--- src/rtl/pwm_shadow_pkg.sv ---
// Package: shared register offsets, control bit positions and control type
// for the shadowed PWM generator. Offsets and bit positions are fixed
// because software decodes them.
package pwm_shadow_pkg;

    localparam int unsigned OFS_CTRL = 'h00;
    localparam int unsigned OFS_OFF  = 'h18;
    localparam int unsigned OFS_ON   = 'h1C;

    localparam int unsigned BIT_EN   = 0;
    localparam int unsigned BIT_UPD  = 5;
    localparam int unsigned BIT_INV  = 10;
    localparam int unsigned BIT_PEN  = 14;

    typedef struct packed {
        logic pin_en;
        logic invert;
        logic enable;
    } ctrl_t;

endpackage

--- src/rtl/pwm_regfile.sv ---
// Module: pwm_regfile
// Register file on the bus side. Holds the control bits and the two shadow
// counts, produces a one-cycle commit strobe for a control write with the
// update bit set, and drives combinational readback.
// Assumes: one access per cycle, reads have no side effects.
module pwm_regfile
    import pwm_shadow_pkg::*;
#(
    parameter int unsigned DATA_W = 32,
    parameter int unsigned ADDR_W = 5,
    parameter int unsigned CNT_W  = 32
) (
    input  logic              clk,
    input  logic              rst_n,
    input  logic              bus_sel,
    input  logic              bus_we,
    input  logic [ADDR_W-1:0] bus_addr,
    input  logic [DATA_W-1:0] bus_wdata,
    output logic [DATA_W-1:0] bus_rdata,
    output ctrl_t             ctrl,
    output logic [CNT_W-1:0]  shd_on,
    output logic [CNT_W-1:0]  shd_off,
    output logic              commit
);

    localparam logic [ADDR_W-1:0] A_CTRL = ADDR_W'(OFS_CTRL);
    localparam logic [ADDR_W-1:0] A_OFF  = ADDR_W'(OFS_OFF);
    localparam logic [ADDR_W-1:0] A_ON   = ADDR_W'(OFS_ON);

    logic wr;
    logic unused_wbits;

    assign wr           = bus_sel && bus_we;
    assign unused_wbits = ^bus_wdata;

    // Strobe that moves the shadow pair into the active pair.
    assign commit = wr && (bus_addr == A_CTRL) && bus_wdata[BIT_UPD];

    // Register writes; the update bit itself is not stored.
    always_ff @(posedge clk) begin
        if (!rst_n) begin
            ctrl    <= '0;
            shd_on  <= '0;
            shd_off <= '0;
        end else if (wr) begin
            case (bus_addr)
                A_CTRL: begin
                    ctrl.enable <= bus_wdata[BIT_EN];
                    ctrl.invert <= bus_wdata[BIT_INV];
                    ctrl.pin_en <= bus_wdata[BIT_PEN];
                end
                A_OFF:   shd_off <= bus_wdata[CNT_W-1:0];
                A_ON:    shd_on  <= bus_wdata[CNT_W-1:0];
                default: ;
            endcase
        end
    end

    // Readback multiplexer; unmapped offsets read zero.
    always_comb begin
        bus_rdata = '0;
        case (bus_addr)
            A_CTRL: begin
                bus_rdata[BIT_EN]  = ctrl.enable;
                bus_rdata[BIT_INV] = ctrl.invert;
                bus_rdata[BIT_PEN] = ctrl.pin_en;
            end
            A_OFF:   bus_rdata = DATA_W'(shd_off);
            A_ON:    bus_rdata = DATA_W'(shd_on);
            default: bus_rdata = '0;
        endcase
    end


    no_stray_write_chk: assert property (@(posedge clk) disable iff (!rst_n)
        (wr && bus_addr != A_CTRL && bus_addr != A_OFF && bus_addr != A_ON)
        |=> ($stable(shd_on) && $stable(shd_off) && $stable(ctrl)));

endmodule

--- src/rtl/pwm_phase_ctr.sv ---
// Module: pwm_phase_ctr
// Holds the active count pair and the phase counter. A commit loads the
// shadows and restarts at the first high cycle. The counter waits at that
// point while the channel is stopped or either count is zero.
// Assumes: commit is a single-cycle strobe.
module pwm_phase_ctr #(
    parameter int unsigned CNT_W = 32
) (
    input  logic             clk,
    input  logic             rst_n,
    input  logic             commit,
    input  logic             run,
    input  logic [CNT_W-1:0] shd_on,
    input  logic [CNT_W-1:0] shd_off,
    output logic [CNT_W-1:0] act_on,
    output logic [CNT_W-1:0] act_off,
    output logic             phase_hi
);

    localparam logic [CNT_W-1:0] ONE = CNT_W'(1);

    logic [CNT_W-1:0] cnt;
    logic             hold;

    assign hold = commit || !run || (act_on == '0) || (act_off == '0);

    // Active pair loads only on commit.
    always_ff @(posedge clk) begin
        if (!rst_n) begin
            act_on  <= '0;
            act_off <= '0;
        end else if (commit) begin
            act_on  <= shd_on;
            act_off <= shd_off;
        end
    end

    // Phase counter: high for act_on cycles, then low for act_off cycles.
    always_ff @(posedge clk) begin
        if (!rst_n || hold) begin
            phase_hi <= 1'b1;
            cnt      <= '0;
        end else if (phase_hi) begin
            if (cnt == act_on - ONE) begin
                phase_hi <= 1'b0;
                cnt      <= '0;
            end else begin
                cnt <= cnt + ONE;
            end
        end else begin
            if (cnt == act_off - ONE) begin
                phase_hi <= 1'b1;
                cnt      <= '0;
            end else begin
                cnt <= cnt + ONE;
            end
        end
    end


    restart_on_commit_chk: assert property (@(posedge clk) disable iff (!rst_n)
        commit |=> (phase_hi && cnt == '0 && act_on == $past(shd_on) && act_off == $past(shd_off)));


    active_held_chk: assert property (@(posedge clk) disable iff (!rst_n)
        !commit |=> ($stable(act_on) && $stable(act_off)));


    cnt_in_range_chk: assert property (@(posedge clk) disable iff (!rst_n)
        (act_on != '0 && act_off != '0) |->
        (phase_hi ? (cnt < act_on) : (cnt < act_off)));


    wait_when_stopped_chk: assert property (@(posedge clk) disable iff (!rst_n)
        !run |=> (phase_hi && cnt == '0));

endmodule

--- src/rtl/pwm_out_stage.sv ---
// Module: pwm_out_stage
// Forms the pin level from the phase, the zero-count cases, the polarity
// bit and the run gate. Pure combinational logic.
// Assumes: inputs come straight from registers.
module pwm_out_stage #(
    parameter int unsigned CNT_W = 32
) (
    input  logic             run,
    input  logic             invert,
    input  logic [CNT_W-1:0] act_on,
    input  logic [CNT_W-1:0] act_off,
    input  logic             phase_hi,
    output logic             pwm_out
);

    logic both_zero;
    logic raw_lvl;

    // Level before polarity and gating.
    always_comb begin
        both_zero = (act_on == '0) && (act_off == '0);
        if (act_off == '0)     raw_lvl = 1'b1;
        else if (act_on == '0) raw_lvl = 1'b0;
        else                   raw_lvl = phase_hi;
    end

    // Gate and polarity.
    assign pwm_out = run && !both_zero && (raw_lvl ^ invert);

endmodule

--- src/rtl/pwm_shadow_gen.sv ---
// Module: pwm_shadow_gen
// Top of the single-channel PWM generator with shadowed on/off counts.
// Connects the register file, the phase counter and the output stage.
// Assumes: one bus access per cycle, counts in cycles of clk.
module pwm_shadow_gen
    import pwm_shadow_pkg::*;
#(
    parameter int unsigned DATA_W = 32,
    parameter int unsigned ADDR_W = 5,
    parameter int unsigned CNT_W  = 32
) (
    input  logic              clk,
    input  logic              rst_n,
    input  logic              bus_sel,
    input  logic              bus_we,
    input  logic [ADDR_W-1:0] bus_addr,
    input  logic [DATA_W-1:0] bus_wdata,
    output logic [DATA_W-1:0] bus_rdata,
    output logic              pwm_out
);

    ctrl_t            ctrl;
    logic [CNT_W-1:0] shd_on, shd_off, act_on, act_off;
    logic             commit, phase_hi, run;

    assign run = ctrl.enable && ctrl.pin_en;

    pwm_regfile #(.DATA_W(DATA_W), .ADDR_W(ADDR_W), .CNT_W(CNT_W)) u_regs (
        .clk(clk), .rst_n(rst_n), .bus_sel(bus_sel), .bus_we(bus_we),
        .bus_addr(bus_addr), .bus_wdata(bus_wdata), .bus_rdata(bus_rdata),
        .ctrl(ctrl), .shd_on(shd_on), .shd_off(shd_off), .commit(commit)
    );

    pwm_phase_ctr #(.CNT_W(CNT_W)) u_ctr (
        .clk(clk), .rst_n(rst_n), .commit(commit), .run(run),
        .shd_on(shd_on), .shd_off(shd_off),
        .act_on(act_on), .act_off(act_off), .phase_hi(phase_hi)
    );

    pwm_out_stage #(.CNT_W(CNT_W)) u_out (
        .run(run), .invert(ctrl.invert), .act_on(act_on), .act_off(act_off),
        .phase_hi(phase_hi), .pwm_out(pwm_out)
    );


    gated_low_chk: assert property (@(posedge clk) disable iff (!rst_n)
        !(ctrl.enable && ctrl.pin_en) |-> !pwm_out);


    zero_pair_low_chk: assert property (@(posedge clk) disable iff (!rst_n)
        (act_on == '0 && act_off == '0) |-> !pwm_out);


    full_duty_chk: assert property (@(posedge clk) disable iff (!rst_n)
        (run && act_off == '0 && act_on != '0) |-> (pwm_out == !ctrl.invert));

endmodule

--- config.mk ---
export PLATFORM = sky130hd
export DESIGN_NAME = pwm_shadow_gen
export DESIGN_NICKNAME = d
export VERILOG_FILES = /design/src/rtl/pwm_shadow_pkg.sv /design/src/rtl/pwm_regfile.sv /design/src/rtl/pwm_phase_ctr.sv /design/src/rtl/pwm_out_stage.sv /design/src/rtl/pwm_shadow_gen.sv
export SDC_FILE = /design/constraint.sdc
export NUM_CORES = 1
export LEC_CHECK = 0
export ABC_AREA = 1
export BUFFER_PORTS_ARGS = -buffer_cell sky130_fd_sc_hd__buf_2
export CORE_AREA = 2 2 150 152
export CTS_CLUSTER_SIZE = 16
export DETAILED_ROUTE_END_ITERATION = 6
export DIE_AREA = 0 0 152 154
export RECOVER_POWER = 100
export SYNTH_ARGS = -nofsm -noshare
export SYNTH_HDL_FRONTEND = slang
export SYNTH_SLANG_ARGS = --single-unit
--- constraint.sdc ---
create_clock -name clk -period 5.65 [get_ports clk]
set_clock_uncertainty 0.2 [all_clocks]
set_input_delay 0 -clock clk [delete_from_list [all_inputs] [get_ports clk]]
set_output_delay 0 -clock clk [all_outputs]
set_load 0.005 [all_outputs]
==> results.ini <==
[grt]
grt-ovfl-total = 0
grt_max_degree = 73
grt_pass1_vias = 9277
antenna_found_initial = 0
grt_pass1_wl_um = 49300
grt_usage_pct = 26.6

[critical_path]
worstPathArrival_ns = 4.48
cp_max_fo = 72
cp_slowest_cell = dlygate4sd3_1
worstPathCellList = dlygate4sd3_1 -> clkbuf_1 -> inv_1 -> nand2_1 -> nor3_1 -> dlygate4sd3_1 -> nand2_1 -> inv_1 -> nand2_4 -> buf_4 -> nand4_1 -> nor2_1 -> nand2_1 -> inv_1 -> o211ai_1 -> nor2_2
critPathRequiredTime_ns = 5.76
critical_path_class = in2reg
max_stage_delay_ns = 0.67
cp-start-kind = input pin
cp-end-kind = register

[yosys]
yosys.area.top_type_share_pct = 33.8
async_flop_share_pct = 0
syn_nets = 1605
avgSynthCellArea_um2 = 6.23
yosysSeqAreaShare_pct = 33.8
synth_area_um2 = 9720
synth-seq-cells = 164
ys.flop_type = dfxtp_1
synthCells = 1561
yosys-top-cells-area = dfxtp_1 (34%), nand2_1 (13%), nor2_1 (12%)
synth_enable_flop_cells = 0
synth_top_area_cell = dfxtp_1
yosysWarnings = 0
synth.distinct_cells = 38

[routing]
first_pass_iters = 5
vias_per_cell = 5.23
wl_met1_um = 14800
wl_um = 31200
wl_per_cell_um = 16.2
met3WireLength_um = 1710
routed.top_layer = met4
vias = 10100
ant_nets = 0
drt-initial-drc-count = 673
met2_length_um = 13800
drc = 0

[cts]
cts_setup_buffers = 0
cts_root_buf = clkbuf_16
clock_sinks = 164
cts_buffers = 17
clock_latency_ns = 0.44
h-tree-depth = 4
path_clk_slew_ns = 0.07
cts_tree = yes
clock_path_buffers = 2

[sta]
max_freq_mhz = 229
fin_hold_ws_ns = -0.0227
final_max_slew_viol_count = 34
tns_ns = 0
tightest_slew_ns = 1.64
post-route-period-util_pct = 77.3
fin_ws_ns = 1.28
setup_viol = 0
slew_headroom_pct = -9.32
rsz0062_at_grt = no
post-route-min-period_ns = 4.37
finalHoldViolCount = 3

[cells_and_area]
drive_above_1_share_pct = 8.92
final_cell_mix = nand2_1 (344), nor2_1 (314), dfxtp_1 (164), inv_1 (148), o21ai_0 (134)
final_util_pct = 51.6
nets = 1679
layout.cells.most_common = nand2_1
area_growth_pct = 15.2
antenna_cells = 0
finalInstanceArea_um2 = 11200

[floorplan]
die-area_um2 = 23400
fp.coreArea_um2 = 21700
floorplan.rows = 54
die-height_um = 154
io_pins = 74
initial_core_util_pct = 44.8
die_w_um = 152

[placed_design]
pre_cts_slack_ns = 2.21
dp_hpwl_um = 23700
numPortBuffers = 73
dpl_cell_area_um2 = 10200
place_congestion = 0.963

[worst_hold_path]
hold_class = in2reg

[outcome]
outcome = complete, but fails checks
violations = hold timing, capacitance limit, slew limit

[power_and_ir_drop]
total_power_w = 0.00252
power.density_nw_per_um2 = 225
ir_worst_vdd_uv = 161
p_leak_nw = 5.47

[run]
cap_violations = 1

==> metrics by stage <==
stage / hold WS, ns / cells
floorplan: -0.0651 / 1561
global placement: 0.0417 / 1855
detailed placement: 0.0441 / 1855
CTS: 0.000365 / 1928
global route: 0.0414 / 1928
finish: -0.0227 / 1928
==> worst max-delay path, delay by kind of cell <==
family,cells,cell delay (ns)
simple gates,8,1.48
compound gates,1,0.27
buf+inv,7,2.66
==> area by class of cell <==
cell class | count | area [µm²]
clock buffers | 18 | 439
fillers | 2210 | 10500
multi-input cells | 1180 | 5580
flip-flops and latches | 164 | 3280
clock inverters | 14 | 183
well taps | 280 | 350
repair buffers | 120 | 795
inverters | 152 | 571
==> logic make-up (layout without fill, tap and decap cells) <==
family / Yosys count / count (layout) / share of synthesized area (%)
AOI/OAI and AO/OA: 245 / 245 / 13.8
adders and majority gates: 3 / 3 / 0.386
buffers and inverters: 217 / 304 / 8.84
DFF: 164 / 164 / 33.8
xor gates and xnor gates: 43 / 43 / 3.87
and+or+nand+nor: 889 / 889 / 39.3
==> cells in the mapped netlist, types with 4 or more instances <==
cell type and n:
clkbuf_1 55, nand3b_1 9, a21oi_1 70, a22o_1 28, nor2_4 6, xnor2_1 13
nor4_1 4, inv_2 4, inv_1 146, dfxtp_1 164, nor2_1 315, nand3_1 114
buf_2 4, o21ai_1 7, nor3_1 17, o21ai_0 134, nand2_1 345, xor2_1 30
nand2_2 6, nor2_2 23, nand4_1 32, or2_2 8
==> path summary, 6_finish.rpt <==
kind	from	endpoint	slack (ns)	cells past startpoint
max	bus_addr[2]	u_ctr.cnt[9]	1.28	16
min	bus_sel	u_regs.ctrl[2]	-0.02	6
max reg2reg	u_ctr.act_on[0]	u_ctr.cnt[9]	2.25	12
min reg2reg	u_ctr.act_on[1]	u_ctr.act_on[1]	0.29	2
==> power breakdown <==
| part | switching (W) | total (W) | internal, W |
|---|---|---|---|
| combinational | 0.0000907 | 0.000150 | 0.0000588 |
| clock | 0.000590 | 0.00121 | 0.000616 |
| sequential | 0.00000501 | 0.00116 | 0.00116 |
==> what timing repair did <==
item,in CTS,in global routing
endpoints found under the setup margin,0,0
endpoints found under the hold margin,99,0
resized for setup,0,0
hold buffers,41,0
==> routing by layer <==
layer / up-vias / GRT usage, %
met5: - / 0
met4: 0 / 8.54
met3: 52 / 3.80
met2: 281 / 42.5
met1: 4583 / 37.0
li1: 5173 / -
==> sequential cells by signal, summed over array words and instances (netlist names) <==
signal          count
u_regs.ctrl         3
u_ctr.act_off      32
u_regs.shd_off     32
u_ctr.cnt          32
u_ctr.phase_hi      1
u_regs.shd_on      32
u_ctr.act_on       32
Power figures use the tool's default switching activity.
